File: config.mk
export PLATFORM = sky130hd
export DESIGN_NAME = bce_top
export DESIGN_NICKNAME = d
export VERILOG_FILES = /design/src/rtl/bce_pkg.sv /design/src/rtl/bce_cond_eval.sv /design/src/rtl/bce_target_sel.sv /design/src/rtl/bce_top.sv
export SDC_FILE = /design/constraint.sdc
export NUM_CORES = 1
export LEC_CHECK = 0
export BUFFER_PORTS_ARGS = -buffer_cell sky130_fd_sc_hd__clkbuf_2
export CAP_MARGIN = 20
export CORE_MARGIN = 2
export CORE_UTILIZATION = 36
export CTS_CLUSTER_SIZE = 28
export DETAILED_ROUTE_END_ITERATION = 12
export GPL_TIMING_DRIVEN = 0
export HOLD_SLACK_MARGIN = 0.1
export PLACE_DENSITY = 0.86
export SYNTH_ARGS = -nofsm -noshare
export SYNTH_HDL_FRONTEND = slang
export SYNTH_HIERARCHICAL = 1
export SYNTH_SLANG_ARGS = --single-unit
File: constraint.sdc
create_clock -name clk_i -period 0.8 [get_ports clk_i]
set_clock_uncertainty 0.05 [all_clocks]
set_input_delay 0.08 -clock clk_i [delete_from_list [all_inputs] [get_ports clk_i]]
set_output_delay 0.08 -clock clk_i [all_outputs]
set_load 0.01 [all_outputs]
File: src/rtl/bce_pkg.sv
package bce_pkg;
  localparam int unsigned CF_POS = 0;
  localparam int unsigned ZF_POS = 6;
  localparam int unsigned SF_POS = 7;
  localparam int unsigned OF_POS = 11;

  typedef enum logic [1:0] {
    KIND_COND = 2'd0,
    KIND_DIR  = 2'd1,
    KIND_REG  = 2'd2,
    KIND_RSV  = 2'd3
  } kind_e;

  // cc[3:1] selects the pair, cc[0] inverts
  typedef enum logic [2:0] {
    PAIR_OVF = 3'd0,
    PAIR_CY  = 3'd1,
    PAIR_EQ  = 3'd2,
    PAIR_BE  = 3'd3,
    PAIR_LT  = 3'd6,
    PAIR_LE  = 3'd7
  } pair_e;
endpackage

File: src/rtl/bce_cond_eval.sv
module bce_cond_eval #(
  parameter int unsigned FLAG_W = 32,
  parameter int unsigned CC_W   = 4
) (
  input  logic [FLAG_W-1:0] flags_i,
  input  logic [CC_W-1:0]   cc_i,
  output logic              cond_o
);
  import bce_pkg::*;

  logic cf, zf, sf, of, lt, base, known;

  assign cf = flags_i[CF_POS];
  assign zf = flags_i[ZF_POS];
  assign sf = flags_i[SF_POS];
  assign of = flags_i[OF_POS];
  assign lt = sf ^ of;

  always_comb begin
    known = 1'b1;
    base  = 1'b0;
    case (cc_i[CC_W-1:1])
      PAIR_OVF: base = of;
      PAIR_CY:  base = cf;
      PAIR_EQ:  base = zf;
      PAIR_BE:  base = cf | zf;
      PAIR_LT:  base = lt;
      PAIR_LE:  base = zf | lt;
      default:  known = 1'b0;
    endcase
  end

  assign cond_o = known & (base ^ cc_i[0]);
endmodule

File: src/rtl/bce_target_sel.sv
module bce_target_sel #(
  parameter int unsigned XLEN = 32
) (
  input  logic [1:0]      kind_i,
  input  logic            cond_i,
  input  logic [XLEN-1:0] target_i,
  input  logic [XLEN-1:0] reg_target_i,
  input  logic [XLEN-1:0] fallthru_i,
  output logic            taken_o,
  output logic [XLEN-1:0] next_ip_o
);
  import bce_pkg::*;

  always_comb begin
    taken_o   = 1'b0;
    next_ip_o = fallthru_i;
    case (kind_i)
      KIND_COND: begin
        taken_o = cond_i;
        if (cond_i) next_ip_o = target_i;
      end
      KIND_DIR: begin
        taken_o   = 1'b1;
        next_ip_o = target_i;
      end
      KIND_REG: begin
        taken_o   = 1'b1;
        next_ip_o = reg_target_i;
      end
      default: ;
    endcase
  end
endmodule

File: src/rtl/bce_top.sv
module bce_top #(
  parameter int unsigned XLEN    = 32,
  parameter int unsigned FLAG_W  = 32,
  parameter int unsigned CC_W    = 4,
  parameter bit          REG_OUT = 1'b1
) (
  input  logic              clk_i,
  input  logic              rst_ni,
  input  logic [1:0]        kind_i,
  input  logic [CC_W-1:0]   cc_i,
  input  logic [FLAG_W-1:0] flags_i,
  input  logic [XLEN-1:0]   target_i,
  input  logic [XLEN-1:0]   reg_target_i,
  input  logic [XLEN-1:0]   fallthru_i,
  output logic              taken_o,
  output logic [XLEN-1:0]   next_ip_o
);
  logic            cond;
  logic            taken_d;
  logic [XLEN-1:0] nip_d;

  bce_cond_eval #(.FLAG_W(FLAG_W), .CC_W(CC_W)) u_cond (
    .flags_i(flags_i),
    .cc_i   (cc_i),
    .cond_o (cond)
  );

  bce_target_sel #(.XLEN(XLEN)) u_sel (
    .kind_i      (kind_i),
    .cond_i      (cond),
    .target_i    (target_i),
    .reg_target_i(reg_target_i),
    .fallthru_i  (fallthru_i),
    .taken_o     (taken_d),
    .next_ip_o   (nip_d)
  );

  generate
    if (REG_OUT) begin : g_reg
      logic            taken_q;
      logic [XLEN-1:0] nip_q;
      logic            live_q;

      always_ff @(posedge clk_i or negedge rst_ni) begin
        if (!rst_ni) begin
          taken_q <= 1'b0;
          nip_q   <= '0;
          live_q  <= 1'b0;
        end else begin
          taken_q <= taken_d;
          nip_q   <= nip_d;
          live_q  <= 1'b1;
        end
      end

      assign taken_o   = taken_q;
      assign next_ip_o = nip_q;


      direct_taken_chk: assert property (@(posedge clk_i) disable iff (!rst_ni)
        (kind_i == 2'd1) |=> (taken_o && next_ip_o == $past(target_i)));

      reg_taken_chk: assert property (@(posedge clk_i) disable iff (!rst_ni)
        (kind_i == 2'd2) |=> (taken_o && next_ip_o == $past(reg_target_i)));

      unused_cc_chk: assert property (@(posedge clk_i) disable iff (!rst_ni)
        (kind_i == 2'd0 && cc_i[CC_W-1:CC_W-2] == 2'b10) |=> !taken_o);

      fallthru_chk: assert property (@(posedge clk_i) disable iff (!rst_ni)
        (live_q && !taken_o) |-> next_ip_o == $past(fallthru_i));

      reserved_kind_chk: assert property (@(posedge clk_i) disable iff (!rst_ni)
        (kind_i == 2'd3) |=> !taken_o);
    end else begin : g_comb
      assign taken_o   = taken_d;
      assign next_ip_o = nip_d;
    end
  endgenerate
endmodule

==> summary.md, run 1 <==
| Metric | Value |
|---|---|
| Outcome | `finished with violations` |
| Failing checks | `negative hold slack, negative setup slack` |
| Dominant synthesized flop cell | `dfrtp_1` |
| PortBufs | `140` |
| Initial antenna violation count | `0` |
| CP Cell Sequence | `clkbuf_16 > and2_4 > a32oi_2 > o211a_1 > nor3_4 > nor2b_4 > buf_8 > a22o_1 > a221o_1` |
| Yosys top cell by area | `dfrtp_1` |
| CP startpoint kind | `input pin` |
| CTS tree | `yes` |
| Number of routed nets with antenna violations | `0` |
| CTS Root Cell | `clkbuf_8` |
| HPWL after detailed placement | `5340 um` |
| DP Area | `3010 um^2` |
| Longest Clk Path Bufs | `2` |
| Global-route wire length before repair | `10500 um` |
| I/O pin total | `169` |
| Crit path max fanout | `10` |
| Pin slew with the least headroom to its limit | `0.830 ns` |
| CTS Buf Count | `5` |
| Starting Density | `0.373` |
| Setup TNS | `-26.26 ns` |
| Number of synthesis warnings | `6` |
| Final nets | `497` |
| Static leakage | `1.69 nW` |
| Family with the most delay on the worst path | `compound AO/OA/AOI/OAI gates` |
| Critical Path End Type | `flip-flop` |
| Die extent in y | `82.3 um` |
| Tcrit/Tclk final | `1.94` |
| Synth Register Bits | `33` |
| Final setup vio count | `66` |
| Slew headroom | `0.447` |
| Top cell type's share of synthesized area | `0.374` |
| Post-Route WL | `7020 um` |
| Fraction of registers with async set/reset | `1.00` |
| Inserted Diodes | `0` |
| Slowest stage cell, crit path | `a221o_1` |
| Buffers and inverters on the worst path | `2` |
| Seq/Total Area, Yosys | `0.374` |
| Worst path required time | `0.91 ns` |
| Cell variety after synth | `21` |
| Final instance area | `3240 um^2` |
| Max-slew violations | `0` |
| Hold WS | `-0.161 ns` |
| Largest net degree at the start of global routing | `34` |
| DRC viols | `0` |
| Via count | `2381` |
| Number of global-route vias before repair | `2345` |
| Fin. Hold Viols | `33` |
| Synth Cell Area | `2210 um^2` |
| Die area | `6770 um^2` |
| Fraction of layout instances using a drive strength above 1 | `0.506` |
| Site row count | `28` |
| Worst-path clk slew | `0.07 ns` |
| DIE WIDTH | `82.3 um` |
| Worst vdd ir | `0.822 mV` |
| RSZ-0062 raised after global routing | `true` |
| Syn nets | `347` |
| Avg WL per Cell | `16.2 um` |
| Synthesis-to-layout area growth | `46.8%` |
| Initial drt markers | `84` |
| Setup ws final | `-0.749 ns` |
| Initial DRT Pass Iterations | `4` |
| Crit path DAT | `1.66 ns` |
| Synthesized area per cell | `10.7 um^2` |
| Instance count of the mapped netlist | `207` |
| Hold Path Class | `in2async` |
| Fmax | `645 MHz` |
| Avg Vias per Cell | `5.50` |
| Synth area leaders | `dfrtp_1 37%, a221o_1 15%, a22o_1 12%` |
| Post-synth EDFFs | `0` |
| Max_cap viols | `0` |
| Gr usage total | `0.201` |
| Setup slack after placement | `-1.13 ns` |
| GP Congestion | `0.759` |
| Power Dens Cells | `1640 nW/um^2` |
| H-tree depth | `2` |
| GRT overflow | `0` |
| Path type of the worst setup path | `in2reg` |
| Crit path largest cell delay | `0.33 ns` |
| Post-layout util | `0.547` |
| Clock Sinks | `33` |
| Core area | `5920 um^2` |
| Min cycle time layout | `1.55 ns` |
how the worst max path moves through the flow:
stage	start	endpoint	slack, ns	cells past startpoint
final	cc_i[3]	next_ip_o[10]	-0.75	9
after global routing	cc_i[2]	next_ip_o[22]	-0.81	9
after CTS	cc_i[3]	next_ip_o[10]	-0.73	9
after detailed placement	cc_i[3]	next_ip_o[28]	-1.13	9
after global placement	cc_i[3]	next_ip_o[28]	-1.10	9
after floorplan	flags_i[7]	next_ip_o[0]	-0.83	9
area by class of cell:
cell class	instances	area [um^2]
Sequential cell	33	826
Clock buffer	7	86.3
Tap cell	75	93.8
Timing Repair Buffer	144	773
Inverter	4	15.0
Fill cell	563	2680
Buffer	23	249
Multi-Input combinational cell	146	1170
Clock inverter	1	30.0
per-layer routing:
layer / vias up / global-route usage / share of wire / wire length [um]
met2: 107 / 0.372 / 0.53 / 3740
met4: 0 / 0.0483 / 0.0084 / 59
li1: 1136 / - / - / -
met5: - / 0 / 0 / 0
met3: 6 / 0.0500 / 0.080 / 561
met1: 1132 / 0.230 / 0.38 / 2670
through the flow:
step	power [mW]	cells	hold slack (ns)
3_3_place_gp	3.59	422	0.161
5_1_grt	5.63	433	-0.0992
2_1_floorplan	2.91	207	-0.266
3_5_place_dp	3.64	422	0.175
6_report	5.32	433	-0.161
4_1_cts	5.33	432	-0.130
synth_stat cells, types with 2 or more instances:
master	count
inv_1	4
dfrtp_1	33
a22o_2	2
clkbuf_8	12
ha_1	4
a22oi_1	33
a22o_1	30
a221o_1	32
clkbuf_1	6
nor2_1	35
buf_6	6
report_power, final:
part / internal [mW] / switching [mW]
clock network: 1.02 / 0.608
registers: 1.86 / 0.0546
logic: 0.934 / 0.849
flip-flops by register name (all words and copies together), names as in the netlist:
register,count
taken_o,1
next_ip_o,32
cell usage in the layout, fill, tap and decap left out, types with 2 or more instances in the layout:
master and count:
a221o_1 32, clkbuf_1 7, clkbuf_8 17, nor2_1 33
a22oi_1 32, inv_1 3, clkbuf_2 136, buf_4 3
ha_1 4, nor2_2 2, a22o_1 30, buf_6 8
buf_8 2, dfrtp_1 33
repair_timing:
action | 4_1_cts | 5_1_grt
buffers inserted | 3 | 1
pin swaps | 6 | 2
hold endpoints to repair | 65 | 65
endpoints found under the setup margin | 66 | 66
gates resized for setup | 11 | 11
logic make-up after synthesis:
| logic type | share of synthesized area |
|---|---|
| AO/OA/AOI/OAI | 0.400 |
| XOR/XNOR | 0.00397 |
| adder cells (fa/ha/maj) | 0.0227 |
| buffers and inverters | 0.122 |
| flip-flops | 0.374 |
| AND/OR/NAND/NOR | 0.0771 |
No activity file was read; power rests on OpenSTA's default activity.
==> run 2, diff against run 1 <==
--- a/config.mk
+++ b/config.mk
@@ -5,15 +5,16 @@
 export SDC_FILE = /design/constraint.sdc
 export NUM_CORES = 1
 export LEC_CHECK = 0
+export ABC_AREA = 1
 export BUFFER_PORTS_ARGS = -buffer_cell sky130_fd_sc_hd__clkbuf_2
 export CAP_MARGIN = 20
 export CORE_MARGIN = 2
-export CORE_UTILIZATION = 36
+export CORE_UTILIZATION = 40
 export CTS_CLUSTER_SIZE = 28
 export DETAILED_ROUTE_END_ITERATION = 12
 export GPL_TIMING_DRIVEN = 0
 export HOLD_SLACK_MARGIN = 0.1
-export PLACE_DENSITY = 0.86
+export PLACE_DENSITY = 0.87
 export SYNTH_ARGS = -nofsm -noshare
 export SYNTH_HDL_FRONTEND = slang
 export SYNTH_HIERARCHICAL = 1
==> summary.md, run 2 <==
| Metric | Value |
|---|---|
| DP Area | `3560 um^2` |
| Yosys top cell by area | `dfrtp_1` |
| Pint | `3.65 mW` |
| Dominant synthesized flop cell | `dfrtp_1` |
| Initial DRT Pass Iterations | `5` |
| Seq/Total Area, Yosys | `0.302` |
| Top cell type's share of synthesized area | `0.302` |
| Global-route wire length before repair | `14400 um` |
| CTS Buf Count | `5` |
| Outcome | `finished with violations` |
| Power Dens Cells | `1280 nW/um^2` |
| Clk pwr share | `0.256` |
| Synthesis-to-layout area growth | `58.4%` |
| HPWL after detailed placement | `6130 um` |
| Via count | `3485` |
| DRC viols | `0` |
| Critical Path End Type | `flip-flop` |
| Sw frac | `0.340` |
| I/O pin total | `169` |
| Worst vdd ir | `0.592 mV` |
| Worst path required time | `0.95 ns` |
| Setup ws final | `-0.404 ns` |
| Longest Clk Path Bufs | `2` |
| CTS Root Cell | `clkbuf_8` |
| Hold Path Class | `in2async` |
| Placed cells | `689` |
| Clock Sinks | `33` |
| Starting Density | `0.407` |
| Crit path DAT | `1.35 ns` |
| Initial antenna violation count | `0` |
| Post-layout util | `0.645` |
| Synth Register Bits | `33` |
| GRT overflow | `0` |
| Crit path launch | `flags_i[11]` |
| Pin slew with the least headroom to its limit | `0.908 ns` |
| Synthesized area per cell | `5.83 um^2` |
| Final setup vio count | `66` |
| CTS tree | `yes` |
| Synth Cell Area | `2740 um^2` |
| Crit path max fanout | `6` |
| Largest net degree at the start of global routing | `34` |
| Seq pwr share | `0.348` |
| Syn nets | `609` |
| Initial drt markers | `163` |
| Post-synth EDFFs | `0` |
| Design Power | `5.53 mW` |
| Worst-path clk slew | `0.07 ns` |
| RSZ-0062 raised after global routing | `true` |
| Fraction of layout instances using a drive strength above 1 | `0.405` |
| Min cycle time layout | `1.20 ns` |
| DIE WIDTH | `86.7 um` |
| Gr usage total | `0.238` |
| Number of global-route vias before repair | `3446` |
| Non-filler cells in the finished layout | `732` |
| Synth area leaders | `dfrtp_1 30%, nand2_1 23%, inv_1 13%` |
| Final instance area | `4330 um^2` |
| Number of routed nets with antenna violations | `0` |
| Hold-fix buffers, CTS | `31` |
| Cell variety after synth | `16` |
| Sw Pwr | `1.88 mW` |
| Max_cap viols | `0` |
| Fin. Hold Viols | `33` |
| Layout fillers | `606` |
| Avg Vias per Cell | `4.76` |
| Hold WS | `-0.138 ns` |
| Most common cell in the netlist | `nand2_1` |
| Highest-count cells in the layout ignoring fill and taps | `139 x nand2_1, 135 x clkbuf_2, 93 x inv_1, 65 x nor2_1, 33 x dfrtp_1` |
| Tcrit/Tclk final | `1.50` |
| Max reg flops | `32` |
| PortBufs | `140` |
| Instance count of the mapped netlist | `469` |
| Worst Setup EP | `next_ip_o[4]` |
| Fmax | `831 MHz` |
| Avg WL per Cell | `12.6 um` |
| Post-Route WL | `9190 um` |
| CP startpoint kind | `input pin` |
| Die extent in y | `86.7 um` |
| Path type of the worst setup path | `in2reg` |
| Final nets | `791` |
| Inserted Diodes | `0` |
| Setup slack after placement | `-0.750 ns` |
| Comb pwr share | `0.397` |
| Number of synthesis warnings | `6` |
| Most common cell after layout, fill and taps aside | `nand2_1` |
| Static leakage | `2.71 nW` |
| Fraction of registers with async set/reset | `1.00` |
| Max-slew violations | `0` |
| GP Congestion | `0.781` |
| Post-synth top cells | `165 x nand2_1, 97 x inv_1, 66 x nor2_1, 35 x nand3_1, 33 x dfrtp_1` |
| Slew headroom | `0.394` |
| H-tree depth | `2` |
| Core area | `6720 um^2` |
| Failing checks | `negative hold slack, negative setup slack` |
| Setup TNS | `-14.69 ns` |
| Site row count | `30` |
| Die area | `7520 um^2` |
## run 2: kinds of logic (layout without fill, tap and decap cells)
family          Yosys count  count (layout)  share of synthesized area
compound gates           36              36                     0.0810
simple gates            268             268                      0.386
fa+ha+maj                 4               4                     0.0183
buf+inv                 128             311                      0.213
flops                    33              33                      0.302
## run 2: area by class of cell
cell class              count  area [um^2]  area share
repair buffers            176         1110       0.256
plain buffers              22          204      0.0471
clock buffers               7         96.3      0.0222
inverters                 105          409      0.0945
well taps                  80          100      0.0231
multi-input cells         308         1580       0.365
clock inverters             1         5.00     0.00116
flip-flops and latches     33          826       0.191
## run 2: routing by layer
| layer | wire (um) | global-route usage | part of all wire | vias up |
|---|---|---|---|---|
| met5 | 0 | 0 | 0 | - |
| met4 | 156 | 0.0852 | 0.017 | 0 |
| met3 | 612 | 0.0410 | 0.067 | 18 |
| met2 | 4890 | 0.445 | 0.53 | 170 |
| met1 | 3530 | 0.268 | 0.38 | 1574 |
| li1 | - | - | - | 1723 |
## run 2: worst min-delay path by stage
stage,start,slack (ns),depth (start not counted),to
3_5_place_dp,rst_ni,0.20,1,next_ip_o[15]
5_1_grt,rst_ni,-0.07,1,next_ip_o[15]
6_report,rst_ni,-0.14,1,next_ip_o[14]
4_1_cts,rst_ni,-0.12,1,next_ip_o[15]
2_1_floorplan,rst_ni,-0.27,0,next_ip_o[0]
3_3_place_gp,rst_ni,0.18,1,next_ip_o[10]
## run 2: worst max-delay path, cell delays in order
cell and delay [ns]:
clkbuf_16 0.13, nand2_4 0.06, nand3_2 0.08, nand2_2 0.07, nand2_2 0.06, nand3_2 0.06, nand2_2 0.06, nor2_4 0.12
buf_12 0.13, inv_8 0.05, buf_6 0.13, nand2_2 0.06, nand3_2 0.07, a21oi_2 0.17
## run 2: timing repair
item                                   CTS  global route
pin swaps                                6            15
gates resized for setup                 23            67
gates cloned                             1             0
setup buffers                            3             1
setup endpoints to repair               66            66
endpoints found under the hold margin   65            35
## run 2: power groups by stage
stage / sequential (mW) / combinational (mW) / clock [mW]
3_5_place_dp: 1.95 / 1.75 / 0
6_report: 1.92 / 2.19 / 1.41
2_1_floorplan: 2.05 / 0.892 / 0
3_3_place_gp: 1.95 / 1.69 / 0
5_1_grt: 1.94 / 2.41 / 1.49
4_1_cts: 1.92 / 1.97 / 1.45
